===== config.mk =====
export PLATFORM = sky130hd
export DESIGN_NAME = eff_addr_gen
export DESIGN_NICKNAME = d
export VERILOG_FILES = /design/src/rtl/eag_pkg.sv /design/src/rtl/eag_ptr_gen.sv /design/src/rtl/eag_calc.sv /design/src/rtl/eff_addr_gen.sv
export SDC_FILE = /design/constraint.sdc
export NUM_CORES = 1
export LEC_CHECK = 0
export BUFFER_PORTS_ARGS = -buffer_cell sky130_fd_sc_hd__buf_4
export CAP_MARGIN = 15
export CORE_ASPECT_RATIO = 1.75
export CORE_UTILIZATION = 60
export CTS_CLUSTER_SIZE = 14
export DETAILED_ROUTE_END_ITERATION = 8
export GPL_TIMING_DRIVEN = 0
export PLACE_DENSITY = 0.81
export SYNTH_ARGS = -nofsm -noshare
export SYNTH_HDL_FRONTEND = slang
export SYNTH_SLANG_ARGS = --single-unit

===== constraint.sdc =====
create_clock -name clk -period 5.8 [get_ports clk]
set_clock_uncertainty 0.15 [all_clocks]
set_input_delay 1.16 -clock clk [delete_from_list [all_inputs] [get_ports clk]]
set_output_delay 1.16 -clock clk [all_outputs]
set_load 0.03 [all_outputs]

===== src/rtl/eag_pkg.sv =====
package eag_pkg;

  typedef enum logic [3:0] {
    M_ZP   = 4'd0,
    M_ZPX  = 4'd1,
    M_ZPY  = 4'd2,
    M_ABS  = 4'd3,
    M_ABSX = 4'd4,
    M_ABSY = 4'd5,
    M_REL  = 4'd6,
    M_INDX = 4'd7,
    M_INDY = 4'd8,
    M_IND  = 4'd9
  } eag_mode_e;

  typedef enum logic [1:0] {
    S_IDLE = 2'd0,
    S_RD0  = 2'd1,
    S_RD1  = 2'd2,
    S_CALC = 2'd3
  } eag_state_e;

  function automatic logic eag_needs_ptr(input logic [3:0] m);
    return (m == M_INDX) || (m == M_INDY) || (m == M_IND);
  endfunction

endpackage


===== src/rtl/eag_ptr_gen.sv =====
module eag_ptr_gen
  import eag_pkg::*;
#(
  parameter int DW = 8
) (
  input  logic [3:0]      mode,
  input  logic [DW-1:0]   op_lo,
  input  logic [DW-1:0]   op_hi,
  input  logic [DW-1:0]   idx_x,
  input  logic            second,
  output logic [2*DW-1:0] addr
);
  localparam int AW = 2 * DW;

  logic [DW-1:0] zp_base;

  always_comb begin
    zp_base = (mode == M_INDX) ? (op_lo + idx_x) : op_lo;
    if ((mode == M_INDX) || (mode == M_INDY)) begin
      addr = {{DW{1'b0}}, zp_base + DW'(second)};
    end else begin
      addr = {op_hi, op_lo} + AW'(second);
    end
  end

endmodule


===== src/rtl/eag_calc.sv =====
module eag_calc
  import eag_pkg::*;
#(
  parameter int DW = 8
) (
  input  logic [3:0]      mode,
  input  logic [DW-1:0]   op_lo,
  input  logic [DW-1:0]   op_hi,
  input  logic [DW-1:0]   idx_x,
  input  logic [DW-1:0]   idx_y,
  input  logic [2*DW-1:0] base_pc,
  input  logic [DW-1:0]   ptr_lo,
  input  logic [DW-1:0]   ptr_hi,
  output logic [2*DW-1:0] ea,
  output logic            pcross
);
  localparam int AW = 2 * DW;

  logic [DW-1:0] idx;
  logic [DW-1:0] blo;
  logic [DW-1:0] bhi;
  logic [DW:0]   lsum;
  logic [DW-1:0] hsum;
  logic [AW-1:0] rel;

  always_comb begin
    idx  = ((mode == M_ZPY) || (mode == M_ABSY) || (mode == M_INDY)) ? idx_y : idx_x;
    blo  = (mode == M_INDY) ? ptr_lo : op_lo;
    bhi  = (mode == M_INDY) ? ptr_hi : op_hi;
    lsum = {1'b0, blo} + {1'b0, idx};
    hsum = bhi + DW'(lsum[DW]);
    rel  = base_pc + {{DW{op_lo[DW-1]}}, op_lo};
    pcross = 1'b0;
    case (mode)
      M_ZP:                  ea = {{DW{1'b0}}, op_lo};
      M_ZPX, M_ZPY:          ea = {{DW{1'b0}}, lsum[DW-1:0]};
      M_ABSX, M_ABSY, M_INDY: begin
        ea     = {hsum, lsum[DW-1:0]};
        pcross = lsum[DW];
      end
      M_REL: begin
        ea     = rel;
        pcross = (rel[AW-1:DW] != base_pc[AW-1:DW]);
      end
      M_INDX, M_IND:         ea = {ptr_hi, ptr_lo};
      default:               ea = {op_hi, op_lo};
    endcase
  end

endmodule


===== src/rtl/eff_addr_gen.sv =====
module eff_addr_gen
  import eag_pkg::*;
#(
  parameter int DW = 8
) (
  input  logic             clk,
  input  logic             rst_n,
  input  logic             start,
  input  logic [3:0]       mode,
  input  logic [DW-1:0]    op_lo,
  input  logic [DW-1:0]    op_hi,
  input  logic [DW-1:0]    idx_x,
  input  logic [DW-1:0]    idx_y,
  input  logic [2*DW-1:0]  base_pc,
  input  logic [DW-1:0]    rd_data,
  output logic             rd_en,
  output logic [2*DW-1:0]  rd_addr,
  output logic             busy,
  output logic             done,
  output logic [2*DW-1:0]  ea,
  output logic             page_cross
);
  localparam int AW = 2 * DW;

  // reset: asserted asynchronously, released on a clock edge
  logic rst_m, rst_s;
  always_ff @(posedge clk or negedge rst_n) begin
    if (!rst_n) begin
      rst_m <= 1'b0;
      rst_s <= 1'b0;
    end else begin
      rst_m <= 1'b1;
      rst_s <= rst_m;
    end
  end

  eag_state_e     state_q, state_d;
  logic [3:0]     mode_q;
  logic [DW-1:0]  lo_q, hi_q, x_q, y_q, ptrlo_q;
  logic [AW-1:0]  pc_q, ea_q, ea_w;
  logic           pcross_q, pcross_w, done_q;
  logic           accept, req_en, ptr_en, res_en;

  always_comb begin
    accept  = start && (state_q == S_IDLE);
    req_en  = accept;
    ptr_en  = (state_q == S_RD1);
    res_en  = (state_q == S_CALC);
    state_d = state_q;
    case (state_q)
      S_IDLE: if (accept) state_d = eag_needs_ptr(mode) ? S_RD0 : S_CALC;
      S_RD0:  state_d = S_RD1;
      S_RD1:  state_d = S_CALC;
      S_CALC: state_d = S_IDLE;
      default: state_d = S_IDLE;
    endcase
  end

  always_ff @(posedge clk or negedge rst_s) begin
    if (!rst_s) begin
      state_q  <= S_IDLE;
      mode_q   <= '0;
      lo_q     <= '0;
      hi_q     <= '0;
      x_q      <= '0;
      y_q      <= '0;
      pc_q     <= '0;
      ptrlo_q  <= '0;
      ea_q     <= '0;
      pcross_q <= 1'b0;
      done_q   <= 1'b0;
    end else begin
      state_q <= state_d;
      done_q  <= res_en;
      if (req_en) begin
        mode_q <= mode;
        lo_q   <= op_lo;
        hi_q   <= op_hi;
        x_q    <= idx_x;
        y_q    <= idx_y;
        pc_q   <= base_pc;
      end
      if (ptr_en) ptrlo_q <= rd_data;
      if (res_en) begin
        ea_q     <= ea_w;
        pcross_q <= pcross_w;
      end
    end
  end

  eag_ptr_gen #(.DW(DW)) u_ptr (
    .mode   (mode_q),
    .op_lo  (lo_q),
    .op_hi  (hi_q),
    .idx_x  (x_q),
    .second (state_q == S_RD1),
    .addr   (rd_addr)
  );

  eag_calc #(.DW(DW)) u_calc (
    .mode    (mode_q),
    .op_lo   (lo_q),
    .op_hi   (hi_q),
    .idx_x   (x_q),
    .idx_y   (y_q),
    .base_pc (pc_q),
    .ptr_lo  (ptrlo_q),
    .ptr_hi  (rd_data),
    .ea      (ea_w),
    .pcross  (pcross_w)
  );

  assign rd_en      = (state_q == S_RD0) || (state_q == S_RD1);
  assign busy       = (state_q != S_IDLE);
  assign done       = done_q;
  assign ea         = ea_q;
  assign page_cross = pcross_q;


  accept_chk: assert property (@(posedge clk) disable iff (!rst_s)
    start && !busy |=> busy);

  done_pulse_chk: assert property (@(posedge clk) disable iff (!rst_s)
    done |=> !done);

  zp_high_chk: assert property (@(posedge clk) disable iff (!rst_s)
    done && ((mode_q == M_ZP) || (mode_q == M_ZPX) || (mode_q == M_ZPY))
      |-> (ea[AW-1:DW] == '0));

  ptr_page0_chk: assert property (@(posedge clk) disable iff (!rst_s)
    rd_en && ((mode_q == M_INDX) || (mode_q == M_INDY)) |-> (rd_addr[AW-1:DW] == '0));

  rd_pair_chk: assert property (@(posedge clk) disable iff (!rst_s)
    rd_en && !$past(rd_en) |=> rd_en);

  rd_len_chk: assert property (@(posedge clk) disable iff (!rst_s)
    rd_en && $past(rd_en) |=> !rd_en);

  pcross_mode_chk: assert property (@(posedge clk) disable iff (!rst_s)
    done && page_cross |-> ((mode_q == M_ABSX) || (mode_q == M_ABSY) ||
                            (mode_q == M_REL) || (mode_q == M_INDY)));

  hold_chk: assert property (@(posedge clk) disable iff (!rst_s)
    !$stable(ea) |-> done);

endmodule


### Word level (Yosys, flattened, before mapping)

Cells that the tools add are included.

* register bits: 82
* latch bits: 0
* RAM bits: 0
* ROM bits: 0
* input port bits: 63
* logic and storage cells: 58
* memories: 0

* add/subtract/negate cells: 6
* $mul: 0
* divide/modulo/power cells: 0
* magnitude comparators: 0
* equality and inequality tests: 16
* shifts and indexed selects: 0
* mux-type cells: 10
* bitwise operators: 0
* reduce and logical (&&, ||, !) cells: 13

Operators with widths (count)
* 16-bit case mux with 5 select lines: 1
* 8-bit 2-to-1 mux: 4
* 4-bit by 3-bit == test with 1-bit output, second input constant: 5
* 16-bit by 1-bit adder with 16-bit output: 1
* 16-bit adder: 1
* 8-bit by 1-bit adder with 8-bit output: 2
* 4-bit == test, second input constant: 4
* 16-bit 2-to-1 mux: 1
* 8-bit by 8-bit adder with 9-bit output: 1
* 8-bit adder: 1
* 8-bit != test: 1
* 2-bit case mux with 4 select lines: 1
* 1-bit logical OR: 6
* 2-bit == test, second input constant: 2
* 4-bit by 1-bit == test with 1-bit output, second input constant: 1
* 4-bit by 2-bit == test with 1-bit output, second input constant: 1
* 4-bit zero test: 1
* 2-bit 2-to-1 mux: 2
* 2-bit OR reduction: 2
* 3-bit OR reduction: 1
* 2-bit by 1-bit == test with 1-bit output, second input constant: 1
* 2-bit zero test: 1
* 2-bit != test, second input constant: 1
* 1-bit case mux with 2 select lines: 1
* other kinds (2): 2

### Logic depth before layout (Yosys ltp)

Gate-level depths: netlist of the first run.

* depth after elaboration: 7
* mapped depth: 20

### Hierarchy

A second synthesis of the first run with hierarchy kept.

* cells, all modules: 630
* area, all modules: 6253.5 um^2

By module, submodules not included
* eff_addr_gen: times used 1, cells an instance 185, area an instance 3124.2 um^2, sequential area each 2052.0 um^2
* eag_calc: times used 1, cells an instance 296, area an instance 2084.5 um^2, sequential area each 0.0 um^2
* eag_ptr_gen: times used 1, cells an instance 149, area an instance 1044.8 um^2, sequential area each 0.0 um^2

### Worst setup path after synthesis of the first run

Ideal clock, no wire load.

* kind: register to register
* from: register mode_q[0]
* to: register ea_q[12] (netlist: ea[12])
* arrival time: 4.284 ns
* required time: 5.524 ns
* slack: 1.240 ns
* stages on the path, launching flop included: 20
* buffers on the path: 3
* period minus slack after synthesis: 4.560 ns
* cells stage by stage: dfrtp_1 > buf_4 > nor4b_4 > buf_2 > clkbuf_1 > mux2_2 > ha_1 > fa_1 > a21o_1 > a41oi_1 > o21ai_1 > o21ai_0 > nor2_1 > ha_1 > nor2b_1 > nand2_1 > xor2_1 > mux2i_1 > a221oi_1 > nor2_1

* longest elaborated chain between the ends: 7
* elaborated cells on any way between the ends: 20
* those cells by class: add/sub: 2; eq/ne: 8; mux: 4; reduce/logical: 6

Ends and longest elaborated chain
* start: declaration: line eff_addr_gen.sv:38 `logic [3:0] mode_q;`
* start signal: assignment: line eff_addr_gen.sv:76 `mode_q <= mode;`
* 4-bit by 2-bit == test with 1-bit output / 4-bit by 3-bit == test with 1-bit output (equally long branches): line eag_calc.sv:27, eag_calc.sv:34
* 1-bit logical OR (2 in series): line eag_calc.sv:27 `idx = ((mode == M_ZPY) || (mode == M_ABSY) || (mode == M_INDY)) ? idx_y : idx_x;`
* 8-bit 2-to-1 mux: line eag_calc.sv:27
* 8-bit by 8-bit adder with 9-bit output: line eag_calc.sv:30 `lsum = {1'b0, blo} + {1'b0, idx};`
* 8-bit by 1-bit adder with 8-bit output: line eag_calc.sv:31 `hsum = bhi + DW'(lsum[DW]);`
* 16-bit case mux with 5 select lines *: line eag_calc.sv:34 `case (mode)`
* end signal: assignment: line eff_addr_gen.sv:85 `ea_q <= ea_w;`
* end: declaration: line eff_addr_gen.sv:40 `logic [AW-1:0] pc_q, ea_q, ea_w;`

Mark *: on every way between the ends. The rest lies on a longest branch, timed or not.
A chain may end at the register's enable or synchronous reset.

### Worst setup path after layout of the first run

Ends and elaborated chain as after synthesis.

==> results of run 1 <==
==> cells by family after synthesis <==
kind of cell / count (synthesis) / synth area share, %
AO/OA/AOI/OAI: 131 / 15.0
flip-flops: 82 / 33.4
other: 1 / 0.0610
adder cells (fa/ha/maj): 42 / 8.92
buffers and inverters: 52 / 3.40
multiplexers: 93 / 16.8
AND/OR/NAND/NOR: 180 / 14.8
XOR/XNOR: 52 / 7.63
==> placed cells by master, fill, tap and decap left out, drive strengths merged, types with 3 or more instances in the layout <==
cell,instances
mux2i,12
inv,18
buf,110
a41oi,4
a21oi,33
a22oi,6
nor4b,4
nor3b,5
nand4,5
o21ai,21
dfrtp,82
nand2,50
xnor2,24
nor4,3
a222oi,3
fa,3
or2,3
xor2,27
nor2b,5
a221oi,7
a21o,10
or3,3
a31oi,10
o21a,4
ha,39
mux2,81
nor3,11
nor2,55
o22a,3
nand3,18
a211oi,4
nand3b,4
clkbuf,33
o211ai,5
nand2b,7
==> layer usage <==
layer  track usage [%]  vias to the layer above  wire [µm]
li1                  -                     2512          -
met1              36.7                     2657       6420
met2              62.6                      195       9320
met3              5.30                       78        735
met4              26.4                        0       1290
met5                 0                        -          0
==> registers in the layout (all words and copies together), names as in the netlist, 2 cells and up <==
register  count
ea           16
hi_q          8
lo_q          8
mode_q        4
pc_q         16
ptrlo_q       8
state_q       2
x_q           8
y_q           8
==> stage by stage <==
step                      area [µm²]  instances  hold slack (ns)
after CTS                       7380        873            0.141
final                           7380        873            0.126
after global placement          7040        856            0.195
after floorplan                 6150        633            0.181
after global routing            7380        873            0.156
after detailed placement        7070        857            0.132
==> worst max path at each step <==
stage	slack, ns	endpoint
floorplan	1.24	ea[12]
global placement	0.65	ea[12]
detailed placement	0.58	ea[12]
CTS	0.53	ea[12]
global route	0.26	ea[12]
finish	0.51	ea[12]
==> final cells by class <==
class                      count  area (µm²)
tap                          125         156
timing repair buffer          99         763
clock inverter                 5        80.1
sequential                    82        2060
buffer                        33         138
multi-input combinational    499        3880
clock buffer                  11         233
inverter                      19        71.3
fill                         744        2530
==> Implementation_results.wiki, run 1 <==
{| class="wikitable"
! Metric !! Value
|-
| Outcome || complete, no violations
|-
| Number of enable-type register cells in the synthesized netlist || 0
|-
| Top cell type's share of synthesized area || 33.4%
|-
| Core Area || 0.00991 mm²
|-
| Quantity of I/O buffers inserted on ports || 98
|-
| Via count of the first global-routing pass || 5706
|-
| Path type of the worst setup path || flip-flop to flip-flop
|-
| Post-synthesis instance area || 0.00615 mm²
|-
| Series of cell instances along the critical path || buf_4, nor4b_4, buf_2, clkbuf_1, mux2_2, ha_1, fa_1, a21o_1, a41oi_1, o21ai_1, o21ai_0, nor2_1, ha_1, nor2b_1, nand2_1, xor2_1, mux2i_1, a221oi_1, nor2_1
|-
| Tcrit/Tclk final || 91.3%
|-
| Detailed-route vias per instance || 6.23
|-
| Endpoint kind of the worst setup timing path || flip-flop
|-
| Maximum clock insertion buffer count || 2
|-
| Share of synthesized area occupied by flip-flops and latches || 33.4%
|-
| Critical R2R Capture || ea[12]
|-
| Kind of cell adding the most delay to the critical path || compound AO/OA/AOI/OAI gates
|-
| Row count || 48
|-
| Stages on the worst setup path || 19
|-
| Count of endpoints failing setup in the final report || 0
|-
| Height of the chip || 136 µm
|-
| Slowest Stage Delay on Critical Path || 0.47 ns
|-
| Final WS setup || 0.507 ns
|-
| Clock transition at the registers of the reported paths || 0.07 ns
|-
| Critical Path AT || 5.36 ns
|-
| Dpl ws || 0.578 ns
|-
| Fin. max-slew vios || 0
|-
| Cell at the slowest stage of the critical path || sky130_fd_sc_hd__clkbuf_1
|-
| Number of buffers inserted for hold repair after clock tree synthesis || 0
|-
| Total die area || 0.0107 mm²
|-
| Number of H-tree branching levels || 3
|-
| Synthesized flop and latch total || 82
|-
| Initial DRT Pass Iterations || 6
|-
| Final net count || 848
|-
| Antenna violations before repair || 0
|-
| Skew-Pair Late Insertion Delay || 0.34 ns
|-
| N_diodes || 0
|-
| Largest driver fanout on the critical path || 10
|-
| Startpoint Class || flip-flop
|-
| Top FF cell, synth || sky130_fd_sc_hd__dfrtp_1
|-
| Post-cts gate resize count || 0
|-
| Syn avg cell area || 9.71 µm²
|-
| Unrepaired setup endpoints after global routing || false
|-
| Routability cong. || 0.928
|-
| Max cap viols || 0
|-
| Fraction of layout instances using a drive strength above 1 || 28.9%
|-
| Number of DRC violations after detailed-routing iteration 0 || 364
|-
| Setup crit start || mode_q[0]
|-
| Die Span X || 78.5 µm
|-
| Post-layout minimum cycle time || 5.29 ns
|-
| Dominant cell type by area after synthesis || sky130_fd_sc_hd__dfrtp_1
|-
| Number of ports placed on the die boundary || 99
|-
| Inserted Clock Buffers || 9
|-
| Post-CTS setup buffer count || 0
|-
| Highest attainable clock frequency || 0.189 GHz
|-
| Number of cells traversed by the worst register-to-register path || 19
|-
| Largest net degree at the start of global routing || 52
|-
| Total via count after detailed routing || 5442
|-
| DR WL/cell || 20.3 µm
|-
| Most common cell in the netlist || sky130_fd_sc_hd__dfrtp_1
|-
| Sum of buffers and inverters on the critical path || 3
|-
| Hold violation total from the final report || 0
|-
| Reg2Reg Setup Slack || 0.51 ns
|-
| Clock tree from TritonCTS || built
|-
| Ranking of synthesized cells by area || sky130_fd_sc_hd__dfrtp_1, sky130_fd_sc_hd__mux2_2, sky130_fd_sc_hd__ha_1
|-
| Number of remaining DRC errors || 0
|-
| Setup_tns || 0 ns
|-
| Clk root buf || sky130_fd_sc_hd__clkbuf_16
|-
| Total nets after synthesis || 738
|-
| Worst slew margin relative to its limit || 22.8%
|-
| Cells after Synth || 633
|-
| Initial Utilization || 62.0%
|-
| Fraction of registers with async set/reset || 100%
|-
| First-pass GRT wire length || 28.3 mm
|-
| Min-Delay Path Class || flip-flop to asynchronous set/reset pin
|-
| Most instantiated cells after synthesis || sky130_fd_sc_hd__dfrtp_1, sky130_fd_sc_hd__mux2_2, sky130_fd_sc_hd__nor2_1
|-
| Global routing usage summed across all routing layers || 35.2%
|-
| Clk sinks || 82
|-
| GRT overflow || 0
|-
| Final wirelength || 17.8 mm
|-
| Yosys Warn Count || 0
|-
| Worst R2R Start || mode_q[0]
|-
| Post-Route Utilization || 74.5%
|-
| Worst-margin pin slew || 1.15 ns
|-
| Area growth from synthesis to layout || 20.1%
|-
| Remaining number of nets flagged by the antenna check after routing || 0
|-
| Required @ worst endpoint || 5.87 ns
|-
| Post-detail-place hpwl || 13.9 mm
|-
| Cell variety after synth || 71
|}
Power of run 1 is not shown: default switching activity piles up to over one toggle a cycle in this logic, so the estimate is an artifact.
==> inputs of run 2 (changes only) <==
--- a/config.mk
+++ b/config.mk
@@ -12,7 +12,7 @@
 export CTS_CLUSTER_SIZE = 14
 export DETAILED_ROUTE_END_ITERATION = 8
 export GPL_TIMING_DRIVEN = 0
-export PLACE_DENSITY = 0.81
+export PLACE_DENSITY = 0.92
 export SYNTH_ARGS = -nofsm -noshare
 export SYNTH_HDL_FRONTEND = slang
 export SYNTH_SLANG_ARGS = --single-unit
==> run 2 against run 1 <==
Worst setup slack got worse by 0.15 ns. Register-to-register slack got worse by 0.15 ns. Non-clock buffer count unchanged. Flip-flop and latch count unchanged. Critical path type unchanged. Highest routed layer unchanged.
==> Implementation_results.wiki, run 2 (synthesized netlist as in run 1, its figures left out) <==
{| class="wikitable"
! Metric !! Value
|-
| Total via count after detailed routing || 5553 (+2.0%)
|-
| Critical Path AT || 5.48 ns (+0.12 ns)
|-
| Most common cell after layout, fill and taps aside || sky130_fd_sc_hd__buf_4
|-
| Path type of the worst setup path || flip-flop to flip-flop
|-
| Clock tree from TritonCTS || built
|-
| Cell at the slowest stage of the critical path || sky130_fd_sc_hd__a222oi_1
|-
| Clk root buf || sky130_fd_sc_hd__clkbuf_16
|-
| Global routing usage summed across all routing layers || 36.0% (+0.76 points)
|-
| Post-detail-place hpwl || 13.8 mm (-1.0%)
|-
| N_diodes || 0 (unchanged)
|-
| Most used cells in the layout excluding fill and tap cells || sky130_fd_sc_hd__buf_4, sky130_fd_sc_hd__dfrtp_1, sky130_fd_sc_hd__mux2_2, sky130_fd_sc_hd__nor2_1, sky130_fd_sc_hd__nand2_1
|-
| Total die area || 0.0107 mm² (unchanged)
|-
| Via count of the first global-routing pass || 5829 (+2.2%)
|-
| Maximum clock insertion buffer count || 2 (unchanged)
|-
| Hold violation total from the final report || 0 (unchanged)
|-
| Worst slew margin relative to its limit || 16.5% (-6.2 points)
|-
| Detailed-route vias per instance || 6.36 (+2.0%)
|-
| Post-Route Utilization || 74.1% (-0.39 points)
|-
| Final net count || 848 (unchanged)
|-
| Setup_tns || 0 ns (unchanged)
|-
| Core Area || 0.00991 mm² (unchanged)
|-
| Final wirelength || 18.1 mm (+2.0%)
|-
| Number of buffers inserted for hold repair after clock tree synthesis || 0 (unchanged)
|-
| Quantity of I/O buffers inserted on ports || 98 (unchanged)
|-
| Min-Delay Path Class || flip-flop to asynchronous set/reset pin
|-
| Die Span X || 78.5 µm (unchanged)
|-
| Worst-margin pin slew || 1.24 ns (+0.0928 ns)
|-
| Antenna violations before repair || 0 (unchanged)
|-
| Post-CTS setup buffer count || 0 (unchanged)
|-
| Highest attainable clock frequency || 0.184 GHz (-2.7%)
|-
| Max cap viols || 0 (unchanged)
|-
| Number of ports placed on the die boundary || 99 (unchanged)
|-
| DR WL/cell || 20.8 µm (+2.0%)
|-
| Remaining number of nets flagged by the antenna check after routing || 0 (unchanged)
|-
| Slowest Stage Delay on Critical Path || 0.56 ns (+0.09 ns)
|-
| Combined flip-flop and latch cell area || 0.00206 mm² (unchanged)
|-
| Number of H-tree branching levels || 3 (unchanged)
|-
| Endpoint kind of the worst setup timing path || flip-flop
|-
| Post-route worst hold slack || 0.137 ns (+0.0106 ns)
|-
| Combined area of the multi-input logic cells || 0.00388 mm² (unchanged)
|-
| Number of remaining DRC errors || 0 (unchanged)
|-
| Largest driver fanout on the critical path || 10 (unchanged)
|-
| Unrepaired setup endpoints after global routing || false
|-
| Skew-Pair Late Insertion Delay || 0.34 ns (about the same)
|-
| Row count || 48 (unchanged)
|-
| Count of endpoints failing setup in the final report || 0 (unchanged)
|-
| Series of cell instances along the critical path || buf_4, nor4b_4, buf_2, clkbuf_1, mux2_2, ha_1, fa_1, a21o_1, a41oi_1, o21ai_1, o21ai_0, nor2_1, ha_1, xnor2_1, a222oi_1, a31oi_1
|-
| Number of inserted filler cells in the final layout || 761 (+2.3%)
|-
| Outcome || complete, no violations
|-
| First-pass GRT wire length || 28.9 mm (+2.4%)
|-
| Inserted Clock Buffers || 9 (unchanged)
|-
| Clock transition at the registers of the reported paths || 0.06 ns (about the same)
|-
| Required @ worst endpoint || 5.84 ns (-0.03 ns)
|-
| Routability cong. || 0.942 (+1.6%)
|-
| Post-cts gate resize count || 0 (unchanged)
|-
| Most used cell, CP || sky130_fd_sc_hd__ha_1
|-
| Clk sinks || 82 (unchanged)
|-
| GRT overflow || 0 (unchanged)
|-
| Height of the chip || 136 µm (unchanged)
|-
| Startpoint Class || flip-flop
|-
| Tcrit/Tclk final || 93.8% (+2.5 points)
|-
| Post-layout minimum cycle time || 5.44 ns (+0.146 ns)
|-
| Area growth from synthesis to layout || 19.5%
|-
| Fin. max-slew vios || 0 (unchanged)
|-
| Number of DRC violations after detailed-routing iteration 0 || 318 (-13%)
|-
| Initial Utilization || 62.0% (unchanged)
|-
| Largest net degree at the start of global routing || 50 (-3.8%)
|-
| Initial DRT Pass Iterations || 5 (-1)
|-
| Fraction of layout instances using a drive strength above 1 || 28.9% (unchanged)
|}
==> run 2: cell types whose count changed in the layout (fill, tap and decap cells not counted) <==
cell	change
sky130_fd_sc_hd__bufinv_16	-2
sky130_fd_sc_hd__clkbuf_8	+1
sky130_fd_sc_hd__clkinvlp_4	+1
==> run 2: cell type report <==
type,instances,area share (%)
Multi-Input combinational cell,499,52.9
Tap cell,125,2.13
Sequential cell,82,28.0
Buffer,33,1.87
Clock buffer,12,3.36
Clock inverter,4,0.375
Inverter,19,0.971
Timing Repair Buffer,99,10.4
==> run 2: worst paths after layout <==
| kind | slack (ns) | start | depth (start not counted) | end |
|---|---|---|---|---|
| max in group asynchronous | 4.75 | rst_s | 1 | x_q[1] |
| max reg2reg | 0.36 | mode_q[0] | 16 | ea[10] |
| min reg2reg | 0.14 | rst_s | 0 | hi_q[3] |
| max | 0.36 | mode_q[0] | 16 | ea[10] |
| min in group clk | 0.21 | rst_m | 0 | rst_s |
| min | 0.14 | rst_s | 0 | hi_q[3] |
==> run 2: metal layers <==
metal  wire length (µm)  vias up  part of all wire, %  global-route usage, %
met5                  0        -                    0                      0
met4                915        0                  5.0                   21.9
met3                836       64                  4.6                   6.58
met2               9950      215                   55                   65.2
met1               6420     2746                   35                   37.8
li1                   -     2528                    -                      -
==> run 2: worst max-delay path: cells and delay by family, from the launching register on <==
kind	cells	cell delay, ns
AO/OA/AOI/OAI	6	1.71
buffers and inverters	3	1.03
adder cells (fa/ha/maj)	3	0.86
AND/OR/NAND/NOR	2	0.61
multiplexers	1	0.41
flip-flops	1	0.37
XOR/XNOR	1	0.13
==> run 2: stage by stage <==
stage / setup slack, ns / instances / cell area (µm²)
2_1_floorplan: 1.24 / 633 / 6150
3_3_place_gp: 0.566 / 856 / 7040
3_5_place_dp: 0.478 / 857 / 7070
4_1_cts: 0.447 / 873 / 7340
5_1_grt: 0.129 / 873 / 7340
6_report: 0.362 / 873 / 7340
Power of run 2 is left out for the same reason.
